===== config.mk =====
export PLATFORM = sky130hd
export DESIGN_NAME = wdt_guard
export DESIGN_NICKNAME = d
export VERILOG_FILES = /design/src/rtl/wdt_guard.sv
export SDC_FILE = /design/constraint.sdc
export NUM_CORES = 1
export LEC_CHECK = 0
export ABC_AREA = 1
export BUFFER_PORTS_ARGS = -buffer_cell sky130_fd_sc_hd__clkbuf_2
export CORE_MARGIN = 8
export CORE_UTILIZATION = 40
export CTS_CLUSTER_DIAMETER = 60
export DETAILED_ROUTE_END_ITERATION = 10
export SYNTH_ARGS = -nofsm -noshare
export SYNTH_HDL_FRONTEND = slang
export SYNTH_SLANG_ARGS = --single-unit

===== constraint.sdc =====
create_clock -name clk -period 5.8 [get_ports clk]
set_input_delay 1.16 -clock clk [delete_from_list [all_inputs] [get_ports clk]]
set_output_delay 1.16 -clock clk [all_outputs]
set_load 0.05 [all_outputs]

===== src/rtl/wdt_guard.sv =====
module wdt_guard #(
  parameter int BASE_TICKS = 16384,
  parameter int CE_WINDOW  = 4
) (
  input  logic       clk,
  input  logic       rst_n,
  input  logic       tick,
  input  logic       kick,
  input  logic       strict,
  input  logic       wr_en,
  input  logic [7:0] wr_data,
  output logic [7:0] rd_data,
  output logic       sys_rst
);
  localparam int CW  = $clog2(BASE_TICKS) + 8;
  localparam int CEW = $clog2(CE_WINDOW + 1);
  localparam logic [CW-1:0] BASE_W = CW'(BASE_TICKS);

  logic           en_q;
  logic [2:0]     sel_q;
  logic [CEW-1:0] ce_cnt;
  logic [CW-1:0]  cnt;
  logic           rst_q;

  logic           unlocked, en_d, restart, expire;
  logic [2:0]     sel_d;
  logic [CW-1:0]  lim;

  assign unlocked = ce_cnt != '0;
  assign en_d     = wr_en ? (wr_data[3] | (en_q & ~unlocked)) : en_q;
  assign sel_d    = (wr_en && (!strict || unlocked)) ? wr_data[2:0] : sel_q;
  assign restart  = kick | (en_d & ~en_q) | (sel_d != sel_q);
  assign lim      = BASE_W << sel_q;
  assign expire   = en_q & tick & ~restart & (cnt == lim - CW'(1));

  always_ff @(posedge clk) begin
    if (!rst_n) begin
      en_q  <= 1'b0;
      sel_q <= '0;
    end else begin
      en_q  <= en_d;
      sel_q <= sel_d;
    end
  end

  always_ff @(posedge clk) begin
    if (!rst_n)
      ce_cnt <= '0;
    else if (wr_en && wr_data[4])
      ce_cnt <= CEW'(CE_WINDOW);
    else if (unlocked)
      ce_cnt <= ce_cnt - CEW'(1);
  end

  always_ff @(posedge clk) begin
    if (!rst_n || !en_q || restart || expire)
      cnt <= '0;
    else if (tick)
      cnt <= cnt + CW'(1);
  end

  always_ff @(posedge clk) begin
    if (!rst_n) rst_q <= 1'b0;
    else        rst_q <= expire;
  end

  assign sys_rst = rst_q;
  assign rd_data = {3'b000, unlocked, en_q, sel_q};
endmodule



==> impl_metrics.csv, run 1 <==
group,metric,value,unit
status,status,"finished, final reports clean",
global_routing,antenna_found_initial,0,
worst_setup_path,cp_max_fo,5,
pwr,power_leakage,0.849,nW
pwr,irDropWorstVdd,0.000173,V
clock_network,postCtsSetupRepairBufs,0,
die,fp.dieW,84.8,µm
global_routing,grt_pass1_vias,1514,
sta,post-route-period-util,47.0,%
sta,hold_viol_final,0,
clock_network,insertion_delay,0.29,ns
worst_setup_path,crit_path_top_delay_cell,"dfxtp_1",
placement,place_hpwl,2.74,mm
die,initial_core_util,40.9,%
sta,final-setup-viol-count,0,
global_routing,grt_pass1_wl,6.51,mm
die,rows,25,
worst_setup_path,critPathArrivalTime,1.56,ns
worst_setup_path,crit_required,4.64,ns
global_routing,grt-ovfl-total,0,
routing,routed_wirelength,3.61,mm
clock_network,cts_buffers,5,
sta,fin_worst_hold_slack,0.467,ns
synthesis,synth_area_leaders,"dfxtp_1 (32%), nand2_1 (13%), nor2_2 (8.9%), nand3_1 (6.6%), nor2_1 (5.9%)",
die,io_pins,23,
die,coreArea,4630,µm²
finish,final_layout_size_suffix_gt1_share,23.7,%
finish,areaGrowthSynthToFinish,8.99,%
routing,drcViolationCount,0,
synthesis,ys_seq_area_share,31.7,%
synthesis,synth_common_cells,"nand2_1 (67), dfxtp_1 (30), nor2_1 (30)",
routing,ant_nets,0,
global_routing,grt_max_degree,23,
synthesis,yosysMostFrequentCell,"nand2_1",
synthesis,syn-cell-area,1890,µm²
clock_network,clkSinkCount,30,
synthesis,syn_inst,275,
sta,rsz0062_at_grt,"no",
synthesis,ys_ff_latch,30,
finish,antenna_cells,0,
worst_setup_path,critPathMaxStageDelay,0.33,ns
worst_setup_path,path_class,"flip-flop to primary output",
synthesis,synth_cell_types,28,
worst_setup_path,crit_path_cell_trace,"inv_1, ha_1, ha_1, inv_1, clkbuf_2",
worst_setup_path,crit_buf_inv,3,
routing,via_count,1568,
routing,drt_pre_antenna_iters,4,
pwr,power_density,250,nW/µm²
routing,wl_per_cell,10.5,µm
sta,max_slew_margin,54.2,%
synthesis,yosysTopAreaCellShare,31.7,%
sta,finalSetupTns,0,ns
synthesis,synth_top_area_cell,"dfxtp_1",
worst_setup_path,cp-start-kind,"flip-flop",
placement,io_buffers,16,
sta,drv_slew,0,
sta,fmax,367,MHz
clock_network,hold_buffers,0,
global_routing,grt.total_usage,11.0,%
run,cap_violations,0,
finish,fin_nets,309,
synthesis,ys.flop_type,"dfxtp_1",
clock_network,cts_resized,0,
routing,viasPerCell,4.54,
placement,place_congestion,0.800,
hold_path,hold_class,"flip-flop to flip-flop",
finish,final_util,44.6,%
sta,skew,0.00843,ns
clock_network,cts_root_buf,"clkbuf_8",
clock_network,clock_path_buffers,2,
pwr,power,0.516,mW
synthesis,synth-edff-count,0,
die,die_area,7190,µm²
synthesis,async_flop_share,0,%
routing,drt_iter0_drc,58,
sta,worstMarginPinSlew,0.685,ns
sta,period_minus_slack,2.72,ns
worst_setup_path,worstSetupEndpointType,"primary output",
worst_setup_path,crit_family,"buffers and inverters",
die,fp.dieH,84.8,µm
synthesis,synth_area_per_cell,6.88,µm²
clock_network,cts_tree,"yes",
clock_network,htreeDepth,2,
clock_network,path_clk_slew,0.06,ns
synthesis,ys_warn_count,0,
finish,fillers,510,
-- state kept, by name, summed over array words and instances (netlist names) --
name     count
ce_cnt       3
sel_q        3
sys_rst      1
en_q         1
cnt         22
-- report_power, final --
group / internal [mW] / total [mW] / leakage (nW) / switching (mW)
clock: 0.0952 / 0.177 / 0.0472 / 0.0818
combinational: 0.0364 / 0.116 / 0.558 / 0.0797
sequential: 0.213 / 0.223 / 0.243 / 0.00995
-- layer usage --
metal | share of wire (%) | global-route usage, % | wire length (µm) | vias up
met3 | 3.2 | 3.32 | 116 | 6
met4 | 1.9 | 5.18 | 68 | 0
li1 | - | - | - | 870
met5 | 0 | 0 | 0 | -
met1 | 51 | 13.6 | 1830 | 676
met2 | 44 | 17.1 | 1600 | 16
-- path summary, 6_finish.rpt --
kind	from	endpoint	slack [ns]	cells past startpoint
max	ce_cnt[0]	rd_data[4]	3.08	5
min	ce_cnt[0]	ce_cnt[0]	0.47	2
max reg2reg	sel_q[1]	cnt[8]	3.42	11
min reg2reg	ce_cnt[0]	ce_cnt[0]	0.47	2
-- metrics by stage --
| step | cells | worst slack (ns) | area, µm² |
|---|---|---|---|
| final | 345 | 3.08 | 2060 |
| after global routing | 345 | 2.94 | 2060 |
| after CTS | 345 | 3.05 | 2060 |
| after detailed placement | 337 | 3.09 | 1970 |
| after global placement | 337 | 3.08 | 1970 |
| after floorplan | 277 | 3.54 | 1900 |
-- cell usage in the layout (no fill, tap or decap), types with 2 or more instances in the layout --
cell	count
nand2_1	67
nor2_1	30
dfxtp_1	30
inv_1	27
nor2_2	27
nand3_1	25
clkbuf_2	16
xnor2_1	8
xor2_1	8
nand2_2	6
a21oi_1	6
clkbuf_8	6
ha_1	5
inv_2	4
nor2_4	3
nand4_1	3
o21ai_0	3
conb_1	3
inv_4	2
o21a_1	2
a211oi_1	2
-- cells by family (layout without fill, tap and decap cells) --
group	count (synthesis)	in the layout	share of synthesized area (%)
compound gates	14	14	4.30
xor+xnor	16	16	7.40
fa+ha+maj	5	5	3.30
buf+inv	43	57	11.0
flops	30	30	31.7
mux	1	1	0.529
other cells	1	3	0.198
simple gates	165	165	41.5
-- layout make-up --
class	count	area [µm²]	area share [%]
Timing Repair Buffer	16	80.1	3.88
Sequential cell	30	601	29.1
Inverter	33	129	6.25
Multi-Input combinational cell	204	1090	52.9
Clock buffer	6	82.6	4.00
Tap cell	54	67.6	3.27
Clock inverter	2	12.5	0.606
-- tightest hold or removal path, delay by kind of cell, from the launching register on --
kind / cells / cell delay [ns]
compound gates: 1 / 0.06
flops: 1 / 0.31
simple gates: 1 / 0.06
No activity file was read; power rests on OpenSTA's default activity.
==> run 2, diff against run 1 <==
clock period = 2.6 ns   (was 5.8 ns; I/O delays follow)
==> impl_metrics.csv, run 2 (synthesized netlist as in run 1, its figures left out) <==
group,metric,value,unit
worst_setup_path,path_class,"flip-flop to flip-flop",
routing,via_count,1590,
global_routing,grt_max_degree,19,
sta,period_minus_slack,2.18,ns
pwr,power_density,533,nW/µm²
sta,drv_slew,0,
worst_setup_path,crit_required,2.77,ns
worst_setup_path,worstSetupEndpointType,"flip-flop",
routing,ant_nets,0,
die,coreArea,4630,µm²
finish,final_util,44.8,%
routing,drt_iter0_drc,53,
die,initial_core_util,40.9,%
worst_setup_path,cp_max_fo,18,
worst_setup_path,cp-start-kind,"flip-flop",
die,fp.dieH,84.8,µm
global_routing,grt.total_usage,10.6,%
clock_network,cts_buffers,5,
global_routing,antenna_found_initial,0,
placement,place_congestion,0.800,
die,io_pins,23,
clock_network,hold_buffers,0,
pwr,power,1.10,mW
finish,regArea,601,µm²
die,die_area,7190,µm²
pwr,power_leakage,0.856,nW
finish,largest-register,"cnt",
finish,antenna_cells,0,
clock_network,postCtsSetupRepairBufs,0,
die,fp.dieW,84.8,µm
clock_network,clock_path_buffers,2,
clock_network,cts_resized,0,
pwr,irDropWorstVdd,0.000337,V
die,rows,25,
sta,rsz0062_at_grt,"no",
finish,multi_input_area,1090,µm²
placement,place_hpwl,2.80,mm
routing,drt_pre_antenna_iters,4,
finish,areaGrowthSynthToFinish,9.45,%
routing,drcViolationCount,0,
clock_network,cts_root_buf,"clkbuf_8",
routing,routed_wirelength,3.56,mm
routing,wl_per_cell,10.3,µm
finish,final_common_cell,"nand2_1",
status,status,"finished, final reports clean",
clock_network,cts_tree,"yes",
run,cap_violations,0,
hold_path,hold_class,"flip-flop to flip-flop",
sta,final-setup-viol-count,0,
global_routing,grt-ovfl-total,0,
finish,fillers,487,
sta,hold_viol_final,0,
finish,largestRegisters,"cnt x22, ce_cnt x3, sel_q x3",
finish,fin_nets,311,
clock_network,clkSinkCount,30,
finish,final_layout_size_suffix_gt1_share,23.3,%
clock_network,htreeDepth,2,
global_routing,grt_pass1_wl,6.27,mm
clock_network,insertion_delay,0.28,ns
sta,post-route-period-util,83.9,%
placement,io_buffers,16,
finish,final_cell_mix,"nand2_1 (67), nor2_1 (30), dfxtp_1 (30), inv_1 (27), nor2_2 (27)",
clock_network,path_clk_slew,0.06,ns
sta,finalSetupTns,0,ns
sta,fmax,458,MHz
global_routing,grt_pass1_vias,1412,
finish,largest_register_ffs,22,
routing,viasPerCell,4.60,
sta,skew,0.00593,ns
worst_setup_path,critPathArrivalTime,2.35,ns
-- run 2: changes by cell type in the layout (fill, tap and decap cells not counted), sizes merged --
cell | previous run | this run
clkinvlp | 1 | 0
buf | 0 | 2
clkinv | 1 | 0
clkbuf | 22 | 23
-- run 2: path summary, 6_finish.rpt --
path / start / to / slack [ns] / depth (start not counted)
min: ce_cnt[0] / ce_cnt[0] / 0.47 / 2
min reg2reg: ce_cnt[0] / ce_cnt[0] / 0.47 / 2
max reg2reg: sel_q[1] / cnt[9] / 0.42 / 12
max: sel_q[1] / cnt[9] / 0.42 / 12
-- run 2: where the power goes --
group | internal [mW] | total [mW] | switching, mW
combinational | 0.0841 | 0.267 | 0.183
clock | 0.184 | 0.342 | 0.158
sequential | 0.476 | 0.495 | 0.0191
-- run 2: critical path, cell delays in order (launching register included) --
cell,delay (ns)
dfxtp_1,0.57
inv_1,0.14
nand3_1,0.11
ha_1,0.25
a21oi_1,0.15
nand2_1,0.07
nor2_1,0.08
nand3_1,0.07
nor2_1,0.11
nand2_2,0.07
nand2_2,0.19
buf_12,0.21
nor2_1,0.05
-- run 2: stage by stage --
stage,hold WS (ns),area (µm²),instances,setup slack (ns)
after CTS,0.475,2070,346,0.390
after detailed placement,0.466,2000,339,0.393
after floorplan,0.442,1900,277,0.463
after global routing,0.485,2070,346,0.196
after global placement,0.454,2000,339,0.429
final,0.467,2070,346,0.418
-- run 2: layout make-up --
class	instances	share of cell area, %
Tap cell	54	3.26
Clock buffer	7	3.68
Sequential cell	30	29.0
Timing Repair Buffer	18	5.19
Inverter	33	6.22
Multi-Input combinational cell	204	52.7
-- run 2: routing by layer --
| layer | track usage (%) | up-vias | share of wire (%) |
|---|---|---|---|
| met1 | 13.3 | 693 | 51 |
| met4 | 5.34 | 0 | 1.9 |
| met3 | 2.54 | 6 | 2.6 |
| met2 | 16.6 | 14 | 45 |
| met5 | 0 | - | 0 |
| li1 | - | 877 | - |
